$ cat config.mk
export PLATFORM = sky130hd
export DESIGN_NAME = phy_pwr_seq
export DESIGN_NICKNAME = d
export VERILOG_FILES = /design/src/rtl/pps_pkg.sv /design/src/rtl/pps_step_table.sv /design/src/rtl/pps_req_decode.sv /design/src/rtl/pps_wait_timer.sv /design/src/rtl/phy_pwr_seq.sv
export SDC_FILE = /design/constraint.sdc
export NUM_CORES = 1
export LEC_CHECK = 0
export CAP_MARGIN = 10
export CORE_MARGIN = 3
export CORE_UTILIZATION = 60
export CTS_CLUSTER_DIAMETER = 50
export DETAILED_ROUTE_END_ITERATION = 6
export GPL_TIMING_DRIVEN = 0
export MAX_ROUTING_LAYER = met4
export PLACE_DENSITY = 0.84
export RECOVER_POWER = 25
export SYNTH_ARGS = -nofsm -noshare
export SYNTH_HDL_FRONTEND = slang
export SYNTH_SLANG_ARGS = --single-unit
$ cat constraint.sdc
create_clock -name clk -period 5.6 [get_ports clk]
set_input_delay 1.12 -clock clk [delete_from_list [all_inputs] [get_ports clk]]
set_output_delay 1.12 -clock clk [all_outputs]
set_load 0.05 [all_outputs]
$ cat src/rtl/pps_pkg.sv
package pps_pkg;

    localparam int ADDR_W   = 8;
    localparam int DATA_W   = 8;
    localparam int PREDIV_W = 5;
    localparam int FBDIV_W  = 9;
    localparam int MODE_W   = 3;
    localparam int IDX_W    = 4;

    localparam logic [MODE_W-1:0] MODE_SERIAL = 3'b001;
    localparam logic [MODE_W-1:0] MODE_LVDS   = 3'b010;

    typedef enum logic [2:0] {
        GRP_ANALOG  = 3'd0,
        GRP_DIGITAL = 3'd1,
        GRP_LVDS    = 3'd7
    } grp_e;

    typedef enum logic [1:0] {
        PRG_SERIAL = 2'd0,
        PRG_LVDS   = 2'd1,
        PRG_OFF    = 2'd2
    } prog_e;

    typedef enum logic [1:0] {
        WT_NONE   = 2'd0,
        WT_RST    = 2'd1,
        WT_SETTLE = 2'd2
    } wait_e;

    typedef struct packed {
        logic [ADDR_W-1:0] addr;
        logic [DATA_W-1:0] mask;
        logic [DATA_W-1:0] data;
        wait_e             wt;
        logic              last;
    } step_t;

    function automatic step_t mk_step(grp_e g, logic [4:0] off,
                                      logic [DATA_W-1:0] m, logic [DATA_W-1:0] d,
                                      wait_e w, logic last);
        step_t s;
        s.addr = {g, off};
        s.mask = m;
        s.data = d;
        s.wt   = w;
        s.last = last;
        return s;
    endfunction

endpackage

$ cat src/rtl/pps_step_table.sv
module pps_step_table
    import pps_pkg::*;
(
    input  prog_e                prog,
    input  logic [IDX_W-1:0]     idx,
    input  logic [PREDIV_W-1:0]  prediv,
    input  logic [FBDIV_W-1:0]   fbdiv,
    output step_t                step
);
    logic [DATA_W-1:0] pd_field;
    logic [DATA_W-1:0] fb_hi_field;

    assign pd_field    = {{(DATA_W-PREDIV_W){1'b0}}, prediv};
    assign fb_hi_field = {2'b00, fbdiv[8], 5'b00000};

    always_comb begin
        step = mk_step(GRP_ANALOG, 5'h00, 8'h00, 8'h00, WT_NONE, 1'b1);
        if (prog == PRG_OFF) begin
            case (idx)
                4'd0: step = mk_step(GRP_ANALOG, 5'h00, 8'h7C, 8'h00, WT_NONE, 1'b0);
                4'd1: step = mk_step(GRP_ANALOG, 5'h01, 8'h03, 8'h03, WT_NONE, 1'b0);
                4'd2: step = mk_step(GRP_ANALOG, 5'h00, 8'h03, 8'h02, WT_NONE, 1'b0);
                4'd3: step = mk_step(GRP_ANALOG, 5'h00, 8'h80, 8'h80, WT_NONE, 1'b0);
                4'd4: step = mk_step(GRP_LVDS,   5'h0B, 8'hF8, 8'h00, WT_NONE, 1'b0);
                4'd5: step = mk_step(GRP_LVDS,   5'h01, 8'h80, 8'h00, WT_NONE, 1'b0);
                default: step = mk_step(GRP_LVDS, 5'h0B, 8'h05, 8'h05, WT_NONE, 1'b1);
            endcase
        end else if (idx == 4'd0) begin
            step = mk_step(GRP_ANALOG, 5'h00, 8'h80, 8'h00, WT_NONE, 1'b0);
        end else if (idx == 4'd1) begin
            step = mk_step(GRP_ANALOG, 5'h00, 8'h03, 8'h01, WT_NONE, 1'b0);
        end else if (prog == PRG_SERIAL) begin
            case (idx)
                4'd2:  step = mk_step(GRP_LVDS,    5'h03, 8'h07, 8'h01, WT_NONE, 1'b0);
                4'd3:  step = mk_step(GRP_ANALOG,  5'h03, 8'h1F, pd_field, WT_NONE, 1'b0);
                4'd4:  step = mk_step(GRP_ANALOG,  5'h03, 8'h20, fb_hi_field, WT_NONE, 1'b0);
                4'd5:  step = mk_step(GRP_ANALOG,  5'h04, 8'hFF, fbdiv[7:0], WT_NONE, 1'b0);
                4'd6:  step = mk_step(GRP_ANALOG,  5'h01, 8'h03, 8'h00, WT_NONE, 1'b0);
                4'd7:  step = mk_step(GRP_ANALOG,  5'h01, 8'h04, 8'h04, WT_RST,  1'b0);
                4'd8:  step = mk_step(GRP_ANALOG,  5'h01, 8'h04, 8'h00, WT_NONE, 1'b0);
                4'd9:  step = mk_step(GRP_DIGITAL, 5'h00, 8'h01, 8'h00, WT_RST,  1'b0);
                4'd10: step = mk_step(GRP_DIGITAL, 5'h00, 8'h01, 8'h01, WT_NONE, 1'b0);
                default: step = mk_step(GRP_ANALOG, 5'h00, 8'h7C, 8'h7C, WT_NONE, 1'b1);
            endcase
        end else begin
            case (idx)
                4'd2:  step = mk_step(GRP_ANALOG, 5'h08, 8'h10, 8'h10, WT_NONE,   1'b0);
                4'd3:  step = mk_step(GRP_LVDS,   5'h03, 8'h07, 8'h02, WT_NONE,   1'b0);
                4'd4:  step = mk_step(GRP_ANALOG, 5'h03, 8'h1F, 8'h02, WT_NONE,   1'b0);
                4'd5:  step = mk_step(GRP_ANALOG, 5'h03, 8'h20, 8'h00, WT_NONE,   1'b0);
                4'd6:  step = mk_step(GRP_ANALOG, 5'h04, 8'hFF, 8'h1C, WT_NONE,   1'b0);
                4'd7:  step = mk_step(GRP_LVDS,   5'h0B, 8'h05, 8'h00, WT_SETTLE, 1'b0);
                4'd8:  step = mk_step(GRP_LVDS,   5'h00, 8'h04, 8'h00, WT_RST,    1'b0);
                4'd9:  step = mk_step(GRP_LVDS,   5'h00, 8'h04, 8'h04, WT_NONE,   1'b0);
                4'd10: step = mk_step(GRP_LVDS,   5'h01, 8'h80, 8'h80, WT_NONE,   1'b0);
                default: step = mk_step(GRP_LVDS, 5'h0B, 8'hF8, 8'hF8, WT_NONE,   1'b1);
            endcase
        end
    end
endmodule

$ cat src/rtl/pps_req_decode.sv
module pps_req_decode
    import pps_pkg::*;
(
    input  logic               on_req,
    input  logic               off_req,
    input  logic [MODE_W-1:0]  mode_sel,
    output logic               start,
    output logic               bad,
    output prog_e              prog
);
    always_comb begin
        start = 1'b0;
        bad   = 1'b0;
        prog  = PRG_OFF;
        if (off_req) begin
            start = 1'b1;
        end else if (on_req) begin
            if (mode_sel == MODE_SERIAL) begin
                start = 1'b1;
                prog  = PRG_SERIAL;
            end else if (mode_sel == MODE_LVDS) begin
                start = 1'b1;
                prog  = PRG_LVDS;
            end else begin
                bad = 1'b1;
            end
        end
    end
endmodule

$ cat src/rtl/pps_wait_timer.sv
module pps_wait_timer #(
    parameter int CW = 8
) (
    input  logic          clk,
    input  logic          rst,
    input  logic          load,
    input  logic [CW-1:0] load_val,
    output logic          expired
);
    logic [CW-1:0] cnt;

    always_ff @(posedge clk) begin
        if (rst)             cnt <= '0;
        else if (load)       cnt <= load_val;
        else if (cnt != '0)  cnt <= cnt - 1'b1;
    end

    assign expired = (cnt == '0);
endmodule

$ cat src/rtl/phy_pwr_seq.sv
module phy_pwr_seq
    import pps_pkg::*;
#(
    parameter int RST_CYC    = 250,
    parameter int SETTLE_CYC = 5000000
) (
    input  logic                clk,
    input  logic                rst,
    input  logic                pwr_on_req,
    input  logic                pwr_off_req,
    input  logic [2:0]          mode_sel,
    input  logic [4:0]          prediv,
    input  logic [8:0]          fbdiv,
    output logic                wr_valid,
    input  logic                wr_ack,
    output logic [7:0]          wr_addr,
    output logic [7:0]          wr_mask,
    output logic [7:0]          wr_data,
    output logic                busy,
    output logic                done,
    output logic                error
);
    localparam int MAX_WAIT = (RST_CYC > SETTLE_CYC) ? RST_CYC : SETTLE_CYC;
    localparam int CW       = $clog2(MAX_WAIT + 1);

    typedef enum logic [1:0] {S_IDLE, S_ISSUE, S_WAIT} state_e;

    state_e                 state;
    prog_e                  prog_q;
    logic [IDX_W-1:0]       idx_q;
    logic [PREDIV_W-1:0]    prediv_q;
    logic [FBDIV_W-1:0]     fbdiv_q;
    logic                   done_q;
    logic                   err_q;

    logic                   dec_start;
    logic                   dec_bad;
    prog_e                  dec_prog;
    step_t                  step;
    logic                   tmr_load;
    logic [CW-1:0]          tmr_val;
    logic                   tmr_expired;
    logic                   accept;

    pps_req_decode u_dec (
        .on_req   (pwr_on_req),
        .off_req  (pwr_off_req),
        .mode_sel (mode_sel),
        .start    (dec_start),
        .bad      (dec_bad),
        .prog     (dec_prog)
    );

    pps_step_table u_tbl (
        .prog   (prog_q),
        .idx    (idx_q),
        .prediv (prediv_q),
        .fbdiv  (fbdiv_q),
        .step   (step)
    );

    assign accept   = (state == S_ISSUE) && wr_ack;
    assign tmr_load = accept && !step.last && (step.wt != WT_NONE);
    assign tmr_val  = (step.wt == WT_SETTLE) ? CW'(SETTLE_CYC - 1) : CW'(RST_CYC - 1);

    pps_wait_timer #(.CW(CW)) u_tmr (
        .clk      (clk),
        .rst      (rst),
        .load     (tmr_load),
        .load_val (tmr_val),
        .expired  (tmr_expired)
    );

    always_ff @(posedge clk) begin
        if (rst) begin
            state    <= S_IDLE;
            prog_q   <= PRG_OFF;
            idx_q    <= '0;
            prediv_q <= '0;
            fbdiv_q  <= '0;
            done_q   <= 1'b0;
            err_q    <= 1'b0;
        end else begin
            done_q <= 1'b0;
            err_q  <= 1'b0;
            unique case (state)
                S_IDLE: begin
                    if (dec_start) begin
                        state    <= S_ISSUE;
                        prog_q   <= dec_prog;
                        idx_q    <= '0;
                        prediv_q <= prediv;
                        fbdiv_q  <= fbdiv;
                    end else if (dec_bad) begin
                        err_q <= 1'b1;
                    end
                end
                S_ISSUE: begin
                    if (accept) begin
                        if (step.last) begin
                            state  <= S_IDLE;
                            done_q <= 1'b1;
                        end else begin
                            idx_q <= idx_q + 1'b1;
                            if (step.wt != WT_NONE) state <= S_WAIT;
                        end
                    end
                end
                S_WAIT: begin
                    if (tmr_expired) state <= S_ISSUE;
                end
                default: state <= S_IDLE;
            endcase
        end
    end

    assign wr_valid = (state == S_ISSUE);
    assign wr_addr  = step.addr;
    assign wr_mask  = step.mask;
    assign wr_data  = step.data;
    assign busy     = (state != S_IDLE);
    assign done     = done_q;
    assign error    = err_q;
endmodule

**Word-level counts from Yosys, hierarchy flattened**

Memories as Yosys holds them, arrays and structs flattened. A register that Yosys moved wholly into a read port is not among the register bits.
Cells that the tools add are included.
Widths: inputs -> output; s select.

- $add $sub $neg: 2
- Multiply operators: 0
- Divide/modulo/power cells: 0
- Order comparisons: 0
- Equal/unequal tests: 21
- Shifts and indexed selects: 0
- Mux-type cells: 35
- Bitwise logic cells: 3
- Reduce and logical (&&, ||, !) cells: 18

Operator list:

| operator | count |
|---|---|
| $pmux 27 s9 | 1 |
| $pmux 27 s6 | 1 |
| $mux 27 | 4 |
| $mux 23 | 3 |
| $logic_not 23->1 | 1 |
| $reduce_bool 23->1 | 1 |
| $sub 23x1->23 const B | 1 |
| $mux 4 | 5 |
| $mux 2 | 9 |
| $eq 4x3->1 const B | 4 |
| $eq 4x4->1 const B | 3 |
| $mux 1 | 10 |
| $eq 4x2->1 const B | 2 |
| $pmux 4 s2 | 1 |
| $reduce_and 4->1 | 2 |
| $reduce_bool 2->1 | 4 |
| $eq 2x2->1 const B | 3 |
| $ne 2x2->1 const B | 3 |
| $pmux 2 s3 | 1 |
| $reduce_or 3->1 | 2 |
| $add 4x1->4 const B | 1 |
| $eq 4x1->1 const B | 1 |
| $logic_not 2->1 | 2 |
| $logic_not 4->1 | 1 |
| other kinds (9) | 13 |

- Flip-flop bits (word level): 47
- Bits in latches: 0
- RAM bits: 0
- Bits in read-only memories: 400
- Output and inout bits: 28
- Logic and storage cells: 88
- Memories: 1

Memories:

| memory | depth | width | read ports | clocked after Yosys merged registers in | write ports | line | source |
|---|---|---|---|---|---|---|---|
| (no name shown) | 16 | 25 | 1 | 1 | 0 | pps_step_table.sv:46 | `case (idx)` |

**Depth between registers and ports, before layout**

- Depth after elaboration: 11
- Mapped depth: 14
- Mapped depth without buffers: 12

**Modules after synthesis**

From an unflattened synthesis, not the netlist that was laid out.

- Cell total of the unflattened synthesis: 460
- Area, all modules: 3549.7 µm²

Modules (own cells, without submodules):

| module | instances | cells an instance | area an instance (µm²) | sequential area each (µm²) |
|---|---|---|---|---|
| pps_wait_timer | 1 | 156 | 1291.2 | 460.4 |
| pps_step_table | 1 | 182 | 1214.9 | 0.0 |
| phy_pwr_seq | 1 | 115 | 987.2 | 480.5 |
| pps_req_decode | 1 | 7 | 56.3 | 0.0 |

**Worst setup path after synthesis**

OpenSTA, ideal clock, no wires.

- Kind: input port to flip-flop
- From: input mode_sel[0]
- To: register with a tool-made name
- Setup time: 115 ps
- Data arrival time: 3547 ps
- Slack: 1938 ps
- Stages: 10
- Cell sequence: xor2_1 -> a21oi_1 -> o32a_4 -> or3_1 -> buf_4 -> a32oi_4 -> inv_1 -> ha_1 -> o21ai_0 -> a21bo_2

RTL lines:

| element | line | source |
|---|---|---|
| from (decl) | phy_pwr_seq.sv:11 | `input logic [2:0] mode_sel,` |

==> out/results.txt <==
The critical path goes through inv_1, ha_1, clkbuf_1, nor3_1, o21ai_0, nand2_1, nor2_1, o21ai_0, o211ai_1, nand2_1, buf_4, clkdlybuf4s50_1. The number of nets with antenna violations after detailed routing is 0. The startpoint type of the worst setup path was a register. The later pin in the worst-skew pair is clocked with a latency of 0.36 ns.

Post-synthesis cell type with the largest combined area: dfxtp_1. The gate count after technology mapping was 520; the count of state elements after synthesis was 67. Setup repair after global routing left no endpoint under its margin.

For this block, the initial DRC count from the detailed router was 413. The detailed router placed 3939 vias in this run. The number of sinks driven by the clock tree came out at 67.

At the end of the flow, the number of nets in the layout was 611. Dividing the detail-routed wire length by the instance count gives 16.82 µm. The worst register-to-register path has a depth of 12. Class of the tightest hold or removal check: register to register. Share of Yosys cell area claimed by the top area cell type: 33.77%. Sorting the synthesized cells by area gives the leading types as dfxtp_1 (34%), nand2_1 (7.9%), a21oi_1 (6.7%). The run finished with clean final reports.

Derived from the worst setup path, the maximum achievable clock frequency is 202.2 MHz. Counting distinct cell types in the post-synthesis netlist gives 57. STA classifies the critical path endpoint as an output pin. The sum of negative setup slack came out at 0 ns. After clock tree synthesis, the clock-pin slew on the worst setup and hold paths is 0.08 ns. Global routing consumed, over all layers together, 30.61% of the routing resources. The tools report the max-slew violation count as 0. The critical-path cell with the highest stage delay is clkdlybuf4s50_1.

The synthesized design contains 0 enable-type register cells. Dominant synthesized flop cell: dfxtp_1. The share of post-route cells with drive strength above 1 came out at 9.932%.

The worst hold margin is 0.4613 ns, and the I/O pin total is 50. Along the worst hold path, the cell count comes to 2. Summed over all nets, the half-perimeter wirelength after detailed placement is 8125 µm. Critical path class: register to output pin. A synthesized cell averages 7.637 µm². Entering global routing, the biggest net connects 14 pins. For the final hold violation count, the log shows 0. The maximum fanout encountered on the critical timing path was 10. In this run the number of H-tree levels came out at 3. The layout has 520 filler cells. Fraction of registers with async set/reset: 0%. Synthesis produced a netlist with a net count of 552.

Counting I/O delays and the setup requirement, the final critical path takes 4.944 ns. The headroom to the max-slew limit is 44.75%, and the transition at the pin with the smallest max-transition slack is 0.8238 ns. Horizontal die dimension: 87.36 µm. The count of cells resized by post-cts repair came out at 0.

The largest single stage delay on the critical path is 0.69 ns. The tools report the setup slack after layout as 0.6556 ns. TritonCTS built the clock tree.

The total power divided by cell area was 341.8 mW/mm². For this run, the detailed router's first-pass iteration total came to 5. The floorplan step defined a die boundary enclosing 0.007631 mm². The overall overflow remaining after global route came out at 0. The synthesized netlist occupies a cell area of 0.003971 mm². The initial utilization of the core area, before any placement, comes to 62.19%. The core region is 0.006386 mm². The maximum clock insertion buffer count was 2. Clock tree synthesis inserted a total of 9 buffers. IR analysis of the VDD net gives a maximum drop of 404.0 µV. The number of maximum-capacitance constraint violations came out at 0. At the end of routability-driven placement, the weighted congestion stood at 1.026.

The logs give 3588 for the via count of the first global-routing pass and 11120 µm for the final wirelength. Summed over all cells, the static leakage comes to 1.866 nW. DRC violation count after routing: 0. For the worst setup timing slack at the placement stage, the log shows 0.8974 ns. After layout, the worst path uses 88.29% of the clock period. The global-route wire length before repair was 17780 µm; the synthesis-to-layout area growth was 18.97%. The initial antenna violation count is 0, and the die height is 87.36 µm.

The required time of the critical path came out at 4.48 ns. After clock tree synthesis, the setup repair step added 0 buffers. The logs give 0.01482 ns for the final worst clock skew and 0 for the number of setup violations in the final report.

The number of hold buffers added after CTS was 0. The via count normalized by instance count is 5.959, and the antenna diode instance count is 0. The tree is rooted in a clkbuf_8. The tools report the sequential area share after synthesis as 33.77%. The number of standard-cell rows in the floorplan was 29; the worst endpoint data arrival time was 3.82 ns. The total number of yosys warnings was 0; the quantity of I/O buffers inserted on ports was 48.
-- critical path: cells and delay by family (launching register included) --
family,cells,cell delay [ns]
flip-flops,1,0.38
AND/OR/NAND/NOR,4,0.79
adder cells (fa/ha/maj),1,0.21
AO/OA/AOI/OAI,3,0.68
buffers and inverters,4,1.41
-- path summary, 6_finish.rpt --
check        startpoint    endpoint  slack [ns]
max            idx_q[0]  wr_data[2]        0.66
min          fbdiv_q[5]  fbdiv_q[5]        0.46
max reg2reg    idx_q[0]    register        1.20
min reg2reg  fbdiv_q[5]  fbdiv_q[5]        0.46
-- where the power goes --
| group | switching (mW) | internal (mW) | total [mW] |
|---|---|---|---|
| sequential | 0.0602 | 0.539 | 0.599 |
| combinational | 0.372 | 0.275 | 0.647 |
| clock | 0.206 | 0.162 | 0.368 |
| total | 0.638 | 0.977 | 1.62 |
-- logic make-up (layout without fill, tap and decap cells) --
group	Yosys count	in the layout	synth area share (%)
muxes	4	4	1.008
xor gates and xnor gates	26	26	5.734
and+or+nand+nor	204	204	24.10
AOI/OAI and AO/OA	139	139	22.97
other	1	1	0.09443
adders and majority gates	10	10	3.151
DFF	67	67	33.77
buffers and inverters	69	133	9.168
-- metrics by stage --
step	utilization, %	instances	power [mW]	instance area, µm²
final	73.98	661	1.615	4725
after detailed placement	71.22	645	1.245	4548
after global routing	73.98	661	1.710	4725
after global placement	71.22	645	1.222	4548
after floorplan	-	520	1.094	3971
after CTS	73.98	661	1.615	4725
-- layer usage --
metal,wire length (µm),GRT usage [%],part of all wire [%]
met1,4829,40.36,43
met2,5040,45.68,45
met3,954,7.285,8.6
met4,295,10.88,2.7
met5,0,-,0
-- cell usage after synthesis (13+ instances only) --
library cell / instances
dfxtp_1: 67
nor2_1: 42
nand2_1: 84
o21ai_0: 27
xnor2_1: 16
nand3_1: 15
clkbuf_1: 19
inv_1: 18
buf_4: 25
nor3_1: 13
a21oi_1: 53
-- cell usage in the layout, fill, tap and decap left out, types with 5 or more instances in the layout --
cell             count
a22oi_1             10
inv_1               18
clkbuf_8             9
buf_4               25
nand2b_1             6
ha_1                10
clkdlybuf4s50_1     42
o211ai_1             6
nor4_1               7
dlygate4sd3_1        6
nor3_1              13
nor2_1              42
a211oi_1            10
xor2_1              10
o21ai_0             27
xnor2_1             16
a21oi_1             53
nand3_1             15
clkbuf_1            19
nor2b_1              5
nand2_1             84
dfxtp_1             67
-- area by class of cell --
cell class	instances	area (µm²)	area share [%]
repair buffers	48	480.5	10.17
clock inverters	7	52.55	1.112
inverters	21	78.83	1.668
multi-input cells	384	2266	47.96
plain buffers	48	285.3	6.038
flip-flops and latches	67	1341	28.39
well taps	77	96.34	2.039
clock buffers	9	123.9	2.622
Note: power is estimated with default switching activity, not from simulation.
